--- src/rtl/audio_clk_pkg.sv ---
package audio_clk_pkg;

   typedef enum logic [1:0] {
      SPD_NORMAL = 2'd0,
      SPD_DOUBLE = 2'd1,
      SPD_QUAD   = 2'd2
   } speed_e;

endpackage

--- src/rtl/acg_edge_sync.sv ---
// Oversamples an asynchronous clock-like input and flags its rising edges.
module acg_edge_sync #(
   parameter int STAGES = 2
) (
   input  logic clk,
   input  logic rst_n,
   input  logic din,
   output logic rise
);

   logic level;
   logic prev;

   generate
      if (STAGES == 1) begin : g_single
         logic s0;
         always_ff @(posedge clk or negedge rst_n) begin
            if (!rst_n) s0 <= 1'b0;
            else        s0 <= din;
         end
         assign level = s0;
      end else begin : g_chain
         logic [STAGES-1:0] sh;
         always_ff @(posedge clk or negedge rst_n) begin
            if (!rst_n) sh <= '0;
            else        sh <= {sh[STAGES-2:0], din};
         end
         assign level = sh[STAGES-1];
      end
   endgenerate

   always_ff @(posedge clk or negedge rst_n) begin
      if (!rst_n) prev <= 1'b0;
      else        prev <= level;
   end

   assign rise = level & ~prev;

endmodule

--- src/rtl/acg_ratio_meter.sv ---
// Counts master-clock edges per word-clock period and classifies the ratio.
module acg_ratio_meter #(
   parameter int RATIO_NORM = 256,
   parameter int RATIO_QUAD = 128,
   parameter int TOL        = 2,
   parameter int CNT_W      = 9
) (
   input  logic clk,
   input  logic rst_n,
   input  logic clr,
   input  logic mclk_rise,
   input  logic wclk_rise,
   output logic quad_det,
   output logic ratio_err
);

   localparam logic [CNT_W-1:0] NORM_LO = CNT_W'(RATIO_NORM - TOL);
   localparam logic [CNT_W-1:0] NORM_HI = CNT_W'(RATIO_NORM + TOL);
   localparam logic [CNT_W-1:0] QUAD_LO = CNT_W'(RATIO_QUAD - TOL);
   localparam logic [CNT_W-1:0] QUAD_HI = CNT_W'(RATIO_QUAD + TOL);
   localparam logic [CNT_W-1:0] CNT_MAX = {CNT_W{1'b1}};

   logic [CNT_W-1:0] cnt;
   logic             armed;
   logic             in_norm;
   logic             in_quad;

   assign in_norm = (cnt >= NORM_LO) && (cnt <= NORM_HI);
   assign in_quad = (cnt >= QUAD_LO) && (cnt <= QUAD_HI);

   always_ff @(posedge clk or negedge rst_n) begin
      if (!rst_n) begin
         cnt       <= '0;
         armed     <= 1'b0;
         quad_det  <= 1'b0;
         ratio_err <= 1'b0;
      end else if (clr) begin
         cnt       <= '0;
         armed     <= 1'b0;
         quad_det  <= 1'b0;
         ratio_err <= 1'b0;
      end else if (wclk_rise) begin
         cnt   <= mclk_rise ? CNT_W'(1) : '0;
         armed <= 1'b1;
         if (armed) begin
            if (in_norm) begin
               quad_det  <= 1'b0;
               ratio_err <= 1'b0;
            end else if (in_quad) begin
               quad_det  <= 1'b1;
               ratio_err <= 1'b0;
            end else begin
               ratio_err <= 1'b1;
            end
         end
      end else begin
         if (mclk_rise && (cnt != CNT_MAX)) cnt <= cnt + 1'b1;
         if (cnt > NORM_HI) ratio_err <= 1'b1;
      end
   end

endmodule

--- src/rtl/acg_divider.sv ---
// Frame counter tapped for bit clock and word clock in master mode.
module acg_divider #(
   parameter int RATIO_NORM    = 256,
   parameter int RATIO_QUAD    = 128,
   parameter int BCLK_PER_WORD = 64
) (
   input  logic clk,
   input  logic rst_n,
   input  logic run,
   input  logic restart,
   input  logic quad,
   output logic bclk,
   output logic wclk,
   output logic stb
);

   localparam int CW    = $clog2(RATIO_NORM);
   localparam int BIT_N = $clog2(RATIO_NORM / BCLK_PER_WORD) - 1;
   localparam int BIT_Q = $clog2(RATIO_QUAD / BCLK_PER_WORD) - 1;
   localparam int MSB_N = CW - 1;
   localparam int MSB_Q = $clog2(RATIO_QUAD) - 1;
   localparam logic [CW-1:0] LAST_N = CW'(RATIO_NORM - 1);
   localparam logic [CW-1:0] LAST_Q = CW'(RATIO_QUAD - 1);

   logic [CW-1:0] cnt;
   logic          en_q;
   logic          live;
   logic          btap;
   logic          wtap;

   always_ff @(posedge clk or negedge rst_n) begin
      if (!rst_n) begin
         en_q <= 1'b0;
         cnt  <= '0;
      end else begin
         en_q <= run;
         if (!en_q || restart)
            cnt <= '0;
         else if (cnt >= (quad ? LAST_Q : LAST_N))
            cnt <= '0;
         else
            cnt <= cnt + 1'b1;
      end
   end

   assign live = en_q & ~restart;
   assign btap = quad ? cnt[BIT_Q] : cnt[BIT_N];
   assign wtap = quad ? cnt[MSB_Q] : cnt[MSB_N];
   assign bclk = live & btap;
   assign wclk = live & ~wtap;
   assign stb  = live & (cnt == '0);

endmodule

--- src/rtl/audio_clk_gen.sv ---
module audio_clk_gen
   import audio_clk_pkg::*;
#(
   parameter int RATIO_NORM    = 256,
   parameter int RATIO_QUAD    = 128,
   parameter int BCLK_PER_WORD = 64,
   parameter int RATIO_TOL     = 2,
   parameter int SYNC_STAGES   = 2
) (
   input  logic       clk,
   input  logic       rst_n,
   input  logic       master_en,
   input  logic       dbl_pin,
   input  logic       dbl_reg,
   input  logic       quad_reg,
   input  logic       mclk_in,
   input  logic       wclk_in,
   output logic       bclk_out,
   output logic       wclk_out,
   output logic       frame_stb,
   output logic [1:0] speed_mode,
   output logic       rate_chg,
   output logic       ratio_err
);

   localparam int CNT_W = $clog2(RATIO_NORM + RATIO_TOL + 2);

   // Elaboration-time parameter checks
   generate
      if ((RATIO_NORM & (RATIO_NORM - 1)) != 0) begin : g_bad_norm
         $error("RATIO_NORM must be a power of two");
      end
      if (RATIO_QUAD * 2 != RATIO_NORM) begin : g_bad_quad
         $error("RATIO_QUAD must be half of RATIO_NORM");
      end
      if ((BCLK_PER_WORD & (BCLK_PER_WORD - 1)) != 0) begin : g_bad_bpw
         $error("BCLK_PER_WORD must be a power of two (48 is rejected)");
      end
      if (RATIO_QUAD / BCLK_PER_WORD < 2) begin : g_bad_div
         $error("quad ratio leaves no room for a 50 percent bit clock");
      end
      if (RATIO_TOL * 4 >= RATIO_QUAD) begin : g_bad_tol
         $error("RATIO_TOL too wide for the quad window");
      end
      if (SYNC_STAGES < 1) begin : g_bad_sync
         $error("SYNC_STAGES must be at least 1");
      end
   endgenerate

   logic   mclk_rise;
   logic   wclk_rise;
   logic   quad_det;
   logic   div_stb;
   logic   div_bclk;
   logic   div_wclk;
   logic   dbl_any;
   logic   quad_sel;
   speed_e speed_q;
   speed_e speed_nx;
   logic   chg_q;

   acg_edge_sync #(.STAGES(SYNC_STAGES)) u_mclk_sync (
      .clk   (clk),
      .rst_n (rst_n),
      .din   (mclk_in),
      .rise  (mclk_rise)
   );

   acg_edge_sync #(.STAGES(SYNC_STAGES)) u_wclk_sync (
      .clk   (clk),
      .rst_n (rst_n),
      .din   (wclk_in),
      .rise  (wclk_rise)
   );

   acg_ratio_meter #(
      .RATIO_NORM (RATIO_NORM),
      .RATIO_QUAD (RATIO_QUAD),
      .TOL        (RATIO_TOL),
      .CNT_W      (CNT_W)
   ) u_meter (
      .clk       (clk),
      .rst_n     (rst_n),
      .clr       (master_en),
      .mclk_rise (mclk_rise),
      .wclk_rise (wclk_rise),
      .quad_det  (quad_det),
      .ratio_err (ratio_err)
   );

   // Speed class: double overrides, then quad source depends on mode
   assign dbl_any  = dbl_pin | dbl_reg;
   assign quad_sel = master_en ? quad_reg : quad_det;

   always_comb begin
      if (dbl_any)       speed_nx = SPD_DOUBLE;
      else if (quad_sel) speed_nx = SPD_QUAD;
      else               speed_nx = SPD_NORMAL;
   end

   always_ff @(posedge clk or negedge rst_n) begin
      if (!rst_n) begin
         speed_q <= SPD_NORMAL;
         chg_q   <= 1'b0;
      end else begin
         speed_q <= speed_nx;
         chg_q   <= (speed_nx != speed_q);
      end
   end

   acg_divider #(
      .RATIO_NORM    (RATIO_NORM),
      .RATIO_QUAD    (RATIO_QUAD),
      .BCLK_PER_WORD (BCLK_PER_WORD)
   ) u_div (
      .clk     (clk),
      .rst_n   (rst_n),
      .run     (master_en),
      .restart (chg_q),
      .quad    (speed_q == SPD_QUAD),
      .bclk    (div_bclk),
      .wclk    (div_wclk),
      .stb     (div_stb)
   );

   assign bclk_out   = div_bclk;
   assign wclk_out   = div_wclk;
   assign frame_stb  = master_en ? div_stb : wclk_rise;
   assign speed_mode = speed_q;
   assign rate_chg   = chg_q;

endmodule

--- config.mk ---
export PLATFORM = sky130hd
export DESIGN_NAME = audio_clk_gen
export DESIGN_NICKNAME = d
export VERILOG_FILES = /design/src/rtl/audio_clk_pkg.sv /design/src/rtl/acg_edge_sync.sv /design/src/rtl/acg_ratio_meter.sv /design/src/rtl/acg_divider.sv /design/src/rtl/audio_clk_gen.sv
export SDC_FILE = /design/constraint.sdc
export NUM_CORES = 1
export LEC_CHECK = 0
export BUFFER_PORTS_ARGS = -buffer_cell sky130_fd_sc_hd__buf_2
export CAP_MARGIN = 5
export CORE_MARGIN = 2
export CORE_UTILIZATION = 43
export CTS_BUF_LIST = sky130_fd_sc_hd__clkbuf_8
export CTS_CLUSTER_SIZE = 24
export DETAILED_ROUTE_END_ITERATION = 7
export PLACE_DENSITY_LB_ADDON = 0.15
export SETUP_SLACK_MARGIN = 0.4
export SYNTH_ARGS = -nofsm -noshare
export SYNTH_HDL_FRONTEND = slang
export SYNTH_HIERARCHICAL = 1
export SYNTH_SLANG_ARGS = --single-unit
export TNS_END_PERCENT = 10
--- constraint.sdc ---
create_clock -name clk -period 4.2 [get_ports clk]
set_input_delay 0.21 -clock clk [delete_from_list [all_inputs] [get_ports clk]]
set_output_delay 0.21 -clock clk [all_outputs]
set_load 0.05 [all_outputs]
## Word level (Yosys, flattened, before mapping)

Cells that the tools add are included.

- Register bits after elaboration: 30
- Output and inout bits: 7
- Input bits: 8
- Word-level logic and storage cells: 74

- Reduce and logical (&&, ||, !) cells: 13
- Order comparisons: 6
- Muxes and demuxes: 26
- $add $sub $neg: 2
- Equal/unequal tests: 4
- Bitwise logic cells: 11

Operators by type and width:

| cell | number |
|---|---|
| two-way mux 9 bit | 3 |
| two-way mux 8 bit | 3 |
| two-way mux 1 bit | 18 |
| adder 9 x 1 -> 9 bit, second input constant | 1 |
| >= comparator 9 x 7 -> 1 bit, second input constant | 1 |
| >= comparator 9 x 8 -> 1 bit, second input constant | 1 |
| greater-than comparator 9 bit, second input constant | 1 |
| <= comparator 9 x 8 -> 1 bit, second input constant | 1 |
| <= comparator 9 bit, second input constant | 1 |
| != test 9 bit, second input constant | 1 |
| nonzero test 3 bit | 3 |
| adder 8 x 1 -> 8 bit, second input constant | 1 |
| >= comparator 8 bit | 1 |
| zero test 8 bit | 1 |
| AND 1 bit | 6 |
| two-way mux 2 bit | 2 |
| inverter 1 bit | 4 |
| nonzero test 2 bit | 2 |
| logical AND 1 bit | 3 |
| != test 3 x 2 -> 1 bit, second input constant | 1 |
| AND reduction 3 bit | 1 |
| equality test 2 bit, second input constant | 1 |
| != test 2 bit | 1 |
| AND reduction 2 bit | 1 |
| other kinds (3) | 3 |

## Depth between registers and ports, before layout

Gate-level depths: netlist of the first run.

- Depth in word-level cells: 7
- Depth in mapped cells: 9
- Mapped depth without buffers: 8

## Hierarchy

The synthesis of the first run kept the hierarchy.

Modules (own cells, without submodules):

| module | times used | cells an instance | area each (um^2) |
|---|---|---|---|
| acg_ratio_meter | 1 | 70 | 694.4 |
| acg_divider | 1 | 55 | 521.8 |
| acg_edge_sync | 2 | 4 | 88.8 |
| audio_clk_gen | 1 | 12 | 138.9 |

## Worst setup path after synthesis of the first run

Ideal clock, no wire load.

- Kind: register to output
- Start point: register speed_q[1], in the netlist speed_mode[1]
- End point: output port wclk_out
- Slack: 1.780 ns
- Arrival time: 2.210 ns
- Stages on the path, launching flop included: 4
- Path buffers: 0
- Path through: dfrtp_1 nor2b_1 nor2b_1 a211oi_1

- Cells in the longest elaborated chain, start to end: 4

Ends and longest elaborated chain:

| element | RTL line | source |
|---|---|---|
| start, declared | audio_clk_gen.sv:58 | `speed_e speed_q;` |
| start signal, assigned | audio_clk_gen.sv:106 | `speed_q <= speed_nx;` |
| equality test 2 bit | audio_clk_gen.sv:120 | `.quad (speed_q == SPD_QUAD),` |
| two-way mux 1 bit | acg_divider.sv:48 | `assign wtap = quad ? cnt[MSB_Q] : cnt[MSB_N];` |
| inverter 1 bit | acg_divider.sv:50 | `assign wclk = live & ~wtap;` |
| AND 1 bit | acg_divider.sv:50 |  |
| end, declared | audio_clk_gen.sv:19 | `output logic wclk_out,` |

Every way passes these cells.

## Final worst setup path of the first run

- Start point: register u_meter.cnt[3]
- End point: register u_meter.cnt[4]

- Cells in the longest elaborated chain, start to end: 4
- Elaborated cells on any way between the ends: 7

Ends and longest elaborated chain:

| element | RTL line | source |
|---|---|---|
| start, declared | acg_ratio_meter.sv:23 | `logic [CNT_W-1:0] cnt;` |
| start signal, assigned | acg_ratio_meter.sv:43 | `cnt <= mclk_rise ? CNT_W'(1) : '0;` |
| start signal, assigned | acg_ratio_meter.sv:57 | `if (mclk_rise && (cnt != CNT_MAX)) cnt <= cnt + 1'b1;` |
| adder 9 x 1 -> 9 bit | acg_ratio_meter.sv:57 |  |
| two-way mux 9 bit | acg_ratio_meter.sv:57 |  |
| two-way mux 9 bit | acg_ratio_meter.sv:42 | `end else if (wclk_rise) begin` |
| two-way mux 9 bit | acg_ratio_meter.sv:37 | `end else if (clr) begin` |

Several ways; a longest one is shown, not always the timed one. The select of a mux whose other input is x is not followed.
A chain may end at the register's enable or synchronous reset.

==> key figures, run 1 <==
Status
  • Run status: complete, no violations

Placement
  • # port buffers: 14
  • Final RePlAce weighted congestion: approximately 0.83
  • Pre-CTS WS: 2.112 ns
  • Detailed Place HPWL: roughly 2.0 mm

Timing
  • Final setup fails: 0
  • Final Worst Setup Slack: between 2 and 2.5 ns
  • Setup Total Neg Slack: 0 ns
  • Final Max Tran Viols: 0
  • Final hold vios: 0
  • Final period util: 50.37%
  • Slew @ Worst Pin: roughly 0.65 ns
  • Fmax: around 470 MHz
  • Min cycle time layout: 2.115 ns
  • Headroom to the max-slew limit: between 50% and 60%
  • RSZ-0062 raised after global routing: no
  • Clock skew: approximately 0.005 ns

Routing
  • Met3 wire length: around 130 um
  • M1 WL: about 1.2 mm
  • Drt first pass iters: 4
  • Iteration-0 DRC Markers: 47
  • Drc violations: 0
  • DR vias: 1,132
  • Routed Antenna Nets: 0
  • Top layer in use: met4
  • WL final: 2.752 mm
  • Routed met2 length: 1.360 mm
  • Routed WL per cell: approximately 13 um
  • Vias per Instance: ~5.4

Worst setup path
  • Req. time, crit path: between 4 and 5 ns
  • Worst setup SP type: flip-flop
  • Crit-path max FO: 7
  • Nature of the critical path endpoint: flip-flop
  • Crit Reg-Reg Startpoint: u_meter/cnt[3]$_DFFE_PN0P_
  • Origin of the worst setup path: u_meter/cnt[3]$_DFFE_PN0P_
  • Arr. time, crit path: around 2.3 ns
  • Kind of critical path: reg -> reg
  • Worst r2r path cells: 8

Floorplan
  • Core area: around 0.0034 mm2
  • Height of the die: 63.71 um
  • Die span in x: approximately 64 um
  • Ports: 15
  • Core Rows: 21
  • Total die area: slightly above 0.004 mm2
  • Initial Util: about 45%

Finish
  • Ant. Diodes: 0
  • Multi-input logic area: 750.7 um2
  • Most common cell after layout, fill and taps aside: dfrtp_1
  • Filler instances: between 300 and 400
  • # nets final: 178
  • Layout cells sized above 1: 22.42%
  • Commonest cells after routing, fill and taps aside: dfrtp_1, nor2_1, buf_2
  • Layout Utilization: about half
  • Register area: approximately 750 um2
  • Layout Area Growth over Synthesis: 14.12%

Yosys
  • Synth Register Bits: 30
  • Number of cells produced by synthesis: around 150
  • Post-synth top area cell: dfrtp_1
  • Cell Area, Synth: 0.001533 mm2
  • Avg Synthesized Cell Area: between 10 and 15 um2
  • Seq/Total Area, Yosys: around half
  • Post-synth top area share: approximately 49%
  • Total of warnings raised by yosys: 6
  • Ranking of synthesized cells by area: dfrtp_1, nor2_1, ha_1, xor2_1, mux2i_1
  • Cell variety after synth: 44
  • Synth Net Count: about 160

Clocking
  • CTS tree: yes
  • Num CTS Buffers: 5
  • Root Buffer Master: clkbuf_8
  • CTS Buffer Depth: 2
  • H-tree depth: 2
  • Skew-Pair Late Insertion Delay: 0.27 ns
  • Buffer count from post-CTS setup fixing: 0
  • Post-CTS resize count: 0
  • Sink Count: 30
  • Clock-pin slew on the worst setup and hold paths: roughly 0.060 ns

Worst hold path
  • WHS Path Cells: 1
  • Hold Crit Class: in -> reg
  • Hold Path Origin: mclk_in

Pwr
  • Leakage power: between 0.7 and 0.8 nW
  • Peak supply drop: between 150 and 200 uV
  • PwrDens: ~340 mW/mm2

Run
  • Max Cap Violations: 0

Global routing
  • Vias in the first global route: approximately 1,200
  • Grt ovf: 0
  • GR Util All Layers: 15.90%
  • Initial antenna violation count: 0
  • First-pass GRT wire length: ~5.1 mm
  • Pin count of the biggest net entering global routing: 31
## flip-flops by register name (all words and copies together), names as in the netlist
name                    flops
u_mclk_sync/g_chain.sh      2
rate_chg                    1
u_wclk_sync/g_chain.sh      2
u_div/en_q                  1
speed_mode                  2
u_mclk_sync/prev            1
u_wclk_sync/prev            1
u_div/cnt                   8
u_meter/cnt                 9
u_meter/ratio_err           1
u_meter/quad_det            1
u_meter/armed               1
## synth_stat cells
cell      count
nor3_1        2
nor2b_1       4
and2_4        1
nand3_2       1
dfrtp_1      30
or3_1         3
ha_1          6
nor4_2        1
a31oi_1       3
or2_2         3
o22ai_2       1
nand2b_4      1
a211oi_2      1
nor2_1       21
a211oi_1      3
a21oi_1       3
or4_1         1
nor3b_1       2
inv_1         5
a32oi_1       1
clkbuf_1      2
and4_4        1
nand4_1       3
buf_2         1
xor2_1        7
and4b_1       1
a211o_1       1
nor3b_2       1
a31o_1        1
a22oi_1       2
mux2_2        1
nor2b_4       2
and3b_2       1
o311a_1       1
a311oi_1      1
o21ai_0       4
nand2_1       7
nand2b_1      1
nor4_1        1
and3b_1       1
xnor2_1       2
mux2i_1       3
and3_2        1
nand3_1       6
## report_power, final
group / internal (W) / leakage [nW] / total, W / switching (W)
registers: 0.000298 / 0.394 / 0.000306 / 0.00000867
clock network: 0.000129 / 0.0524 / 0.000228 / 0.0000988
logic: 0.0000188 / 0.348 / 0.0000552 / 0.0000365
total: 0.000446 / 0.794 / 0.000590 / 0.000144
## final timing paths
| path | endpoint | slack, ns |
|---|---|---|
| max | u_meter/cnt[4]$_DFFE_PN0P_ | 2.08 |
| min | u_mclk_sync/g_chain.sh[0]$_DFF_PN0_ | 0.04 |
| max reg2reg | u_meter/cnt[4]$_DFFE_PN0P_ | 2.08 |
| min reg2reg | u_mclk_sync/g_chain.sh[1]$_DFF_PN0_ | 0.36 |
| max in group asynchronous | u_meter/cnt[2]$_DFFE_PN0P_ | 3.27 |
| min in group asynchronous | speed_mode[0]$_DFF_PN0_ | 0.49 |
## area by class of cell
cell class / count / share of cell area (%)
inverter: 5 / 1.073
multi-input combinational: 107 / 42.92
timing repair buffer: 15 / 4.578
tap: 46 / 3.290
clock inverter: 2 / 0.5007
sequential: 30 / 42.92
clock buffer: 6 / 4.721
## routing by layer
layer  vias to the layer above  global-route usage, %
met4                         0                  6.793
met2                        22                  26.97
met1                       547                  18.15
met5                         -                      0
li1                        555                      -
met3                         8                  5.357
## repair_timing
action,4_1_cts,5_1_grt
hold buffers,1,0
endpoints found under the hold margin,30,0
endpoints found under the setup margin,0,0
## stage by stage
step                      hold WS (ns)  cells  total power [W]  instance area, um2
after floorplan               -0.08559    145        0.0003476                1533
after global placement          0.2729    202        0.0003658                1648
after detailed placement        0.2802    202        0.0003670                1648
after CTS                      0.02875    211        0.0006004                1749
after global routing           0.02805    211        0.0006244                1749
final                          0.03818    211        0.0005896                1749
## critical path, stage by stage (launching register included)
cell,delay (ns)
dfrtp_1,0.45
and4_4,0.21
and2_4,0.15
and3_2,0.20
ha_1,0.20
nor2b_1,0.39
nand4_1,0.17
xor2_1,0.17
nor2_1,0.06
## cells by family (layout without fill, tap and decap cells)
kind of cell / count (synthesis) / after routing / synth area share, %
and+or+nand+nor: 66 / 66 / 25.72
DFF: 30 / 30 / 48.98
AOI/OAI and AO/OA: 22 / 22 / 10.53
xor gates and xnor gates: 9 / 9 / 5.143
buffers and inverters: 8 / 28 / 2.041
adders and majority gates: 6 / 6 / 4.898
muxes: 4 / 4 / 2.694
Power figures use the tool's default switching activity.
==> run 2: changes to the inputs <==
==> constraint.sdc (replaced) <==
create_clock -name clk -period 2.2 [get_ports clk]
set_input_delay 0.11 -clock clk [delete_from_list [all_inputs] [get_ports clk]]
set_output_delay 0.11 -clock clk [all_outputs]
set_load 0.05 [all_outputs]
==> run 2 against run 1 <==
Cell area increased by 10%. Largest power group unchanged. Die area unchanged. First-iteration DRC count up 57%. Clock skew fell by 0.0019 ns. Worst setup slack got worse by 1.7 ns.
==> key figures, run 2 (synthesis results as in run 1) <==
Clocking
  • Num CTS Buffers: 5 (unchanged)
  • Skew-Pair Late Insertion Delay: 0.28 ns (about the same)
  • CTS Buffer Depth: 2 (unchanged)
  • CTS tree: yes
  • Sink Count: 30 (unchanged)
  • H-tree depth: 2 (unchanged)
  • Root Buffer Master: clkbuf_8
  • Clock-pin slew on the worst setup and hold paths: 0.06 ns (about the same)

Floorplan
  • Ports: 15 (unchanged)
  • Total die area: 0.004058 mm2 (unchanged)
  • Die span in x: 63.71 um (unchanged)
  • Initial Util: 45.22% (unchanged)
  • Core Rows: 21 (unchanged)
  • Core area: 0.003390 mm2 (unchanged)
  • Height of the die: 63.71 um (unchanged)

Worst setup path
  • Crit-path cells: and4_4 > and2_4 > and3_4 > ha_4 > and4b_2 > nand4_1 > xor2_1 > nor2_1
  • Arr. time, crit path: 2.02 ns (-0.25 ns)
  • R2R setup slack: 0.35 ns (-1.74 ns)
  • Worst setup SP type: flip-flop
  • CP bufs+invs: 0 (unchanged)
  • Crit-path max FO: 3 (-4)
  • Kind of critical path: reg -> reg
  • Req. time, crit path: 2.36 ns (-2.00 ns)
  • Worst stage delay on the critical path: 0.39 ns (-0.06 ns)
  • Nature of the critical path endpoint: flip-flop
  • Critical path's slowest cell: dfrtp_1
  • Top Family by Delay on Critical Path: simple AND/OR/NAND/NOR gates

Global routing
  • Pin count of the biggest net entering global routing: 31 (unchanged)
  • Met1 Use GR: 20.73% (+2.6 points)
  • Met2 usage: 27.76% (+0.79 points)
  • Grt peak-use layer: met2
  • First-pass GRT wire length: 5.361 mm (+5.7%)
  • Vias in the first global route: 1,158 (-0.60%)
  • Grt met3 use: 5.357% (unchanged)
  • Initial antenna violation count: 0 (unchanged)
  • GR Util All Layers: 17.25% (+1.4 points)
  • Grt ovf: 0 (unchanged)

Timing
  • Min cycle time layout: 1.854 ns (-0.2613 ns)
  • Headroom to the max-slew limit: 55.94% (-0.47 points)
  • Fmax: 539.3 MHz (+14%)
  • Setup Total Neg Slack: 0 ns (unchanged)
  • Final setup fails: 0 (unchanged)
  • Slew @ Worst Pin: 0.6609 ns (+0.007072 ns)
  • Clock skew: 0.003055 ns (-0.001939 ns)
  • RSZ-0062 raised after global routing: yes
  • Final period util: 84.28% (+34 points)
  • Final hold vios: 0 (unchanged)
  • Final Max Tran Viols: 0 (unchanged)

Placement
  • Post-DP Area: 0.001660 mm2 (+0.76%)
  • Detailed Place HPWL: 2.025 mm (+2.7%)
  • Final RePlAce weighted congestion: 0.8189 (-1.5%)
  • # port buffers: 14 (unchanged)

Pwr
  • Logic pwr share: 11.0% (+1.6 points)
  • Clock power share: 37.3% (-1.4 points)
  • Net load switching power: 0.0002739 W (+90%)
  • Switching share of power: 24.22% (-0.18 points)
  • PwrDens: 585.4 mW/mm2 (+74%)
  • Part of the power in registers: 51.7% (-0.3 points)
  • Leakage power: 0.8633 nW (+8.7%)
  • Tot Pwr: 0.001131 W (+92%)
  • Internal power of the cells: 0.0008570 W (+92%)
  • Peak supply drop: 388.8 uV (+110%)

Routing
  • Drt first pass iters: 4 (unchanged)
  • Routed WL per cell: 13.99 um (+7.3%)
  • Iteration-0 DRC Markers: 74 (+57%)
  • Drc violations: 0 (unchanged)
  • WL final: 3.134 mm (+14%)
  • Routed Antenna Nets: 0 (unchanged)
  • Vias per Instance: 5.379 (+0.27%)
  • DR vias: 1,205 (+6.4%)

Finish
  • Largest reg by FF count: u_meter/cnt
  • Most common cell after layout, fill and taps aside: dfrtp_1
  • Final instance area: 0.001932 mm2 (+10%)
  • Layout cells sized above 1: 33.71% (+11 points)
  • Layout Area Growth over Synthesis: 26.04%
  • Commonest cells after routing, fill and taps aside: dfrtp_1, nor2_1, buf_2
  • Ant. Diodes: 0 (unchanged)
  • Max reg flops: 9 (unchanged)
  • Largest registers: u_meter/cnt (9), u_div/cnt (8)
  • # nets final: 193 (+8.4%)

Run
  • Max Cap Violations: 0 (unchanged)

Status
  • Run status: complete, no violations

Worst hold path
  • Hold Crit Class: in -> reg
run 2: metrics by stage:
stage / setup slack (ns) / utilization, % / hold slack (ns) / instances
finish: 0.3459 / 57.00 / 0.06339 / 224
detailed placement: 0.2529 / 48.98 / 0.1883 / 203
global route: 0.2931 / 57.00 / 0.05736 / 224
CTS: 0.3748 / 55.08 / 0.05805 / 219
global placement: 0.2882 / 48.98 / 0.1726 / 203
floorplan: 0.3237 / - / -0.1856 / 145
run 2: layout make-up:
type	instances	area, um2
fillers	305	1458
inverters	5	18.77
flip-flops and latches	30	754.5
clock buffers	6	82.58
repair buffers	30	211.5
multi-input cells	107	807.0
well taps	46	57.56
run 2: layer usage:
metal | up-vias | routed length, um
li1 | 583 | -
met1 | 591 | 1392
met2 | 23 | 1540
met3 | 8 | 128
met4 | 0 | 72
met5 | - | 0
run 2: timing repair:
action	CTS	global route
hold endpoints to repair	32	0
pin swaps	2	6
hold buffers	3	0
endpoints found under the setup margin	9	11
setup buffers	7	5
resized for setup	11	8
run 2: final timing paths:
check                                                    start  cells past startpoint                                   to
max                                 u_meter/cnt[4]$_DFFE_PN0P_                      8           u_meter/cnt[5]$_DFFE_PN0P_
min                                                  master_en                      1                 u_div/en_q$_DFF_PN0_
max reg2reg                         u_meter/cnt[4]$_DFFE_PN0P_                      8           u_meter/cnt[5]$_DFFE_PN0P_
min reg2reg                u_wclk_sync/g_chain.sh[0]$_DFF_PN0_                      0  u_wclk_sync/g_chain.sh[1]$_DFF_PN0_
max in group asynchronous                                rst_n                      2           u_meter/cnt[1]$_DFFE_PN0P_
min in group asynchronous                                rst_n                      2               u_div/cnt[1]$_DFF_PN0_
run 2: power by group through the flow:
stage | logic (W) | clock network, W | registers [W]
CTS | 0.000121 | 0.000436 | 0.000584
finish | 0.000124 | 0.000422 | 0.000585
global placement | 0.000107 | 0 | 0.000594
detailed placement | 0.000110 | 0 | 0.000594
floorplan | 0.0000600 | 0 | 0.000604
global route | 0.000136 | 0.000474 | 0.000587
run 2: worst reg2reg max path, delay by kind of cell, from the launching register on:
family,cells,cell delay [ns]
fa+ha+maj,1,0.17
flops,1,0.39
simple gates,6,1.03
xor+xnor,1,0.16
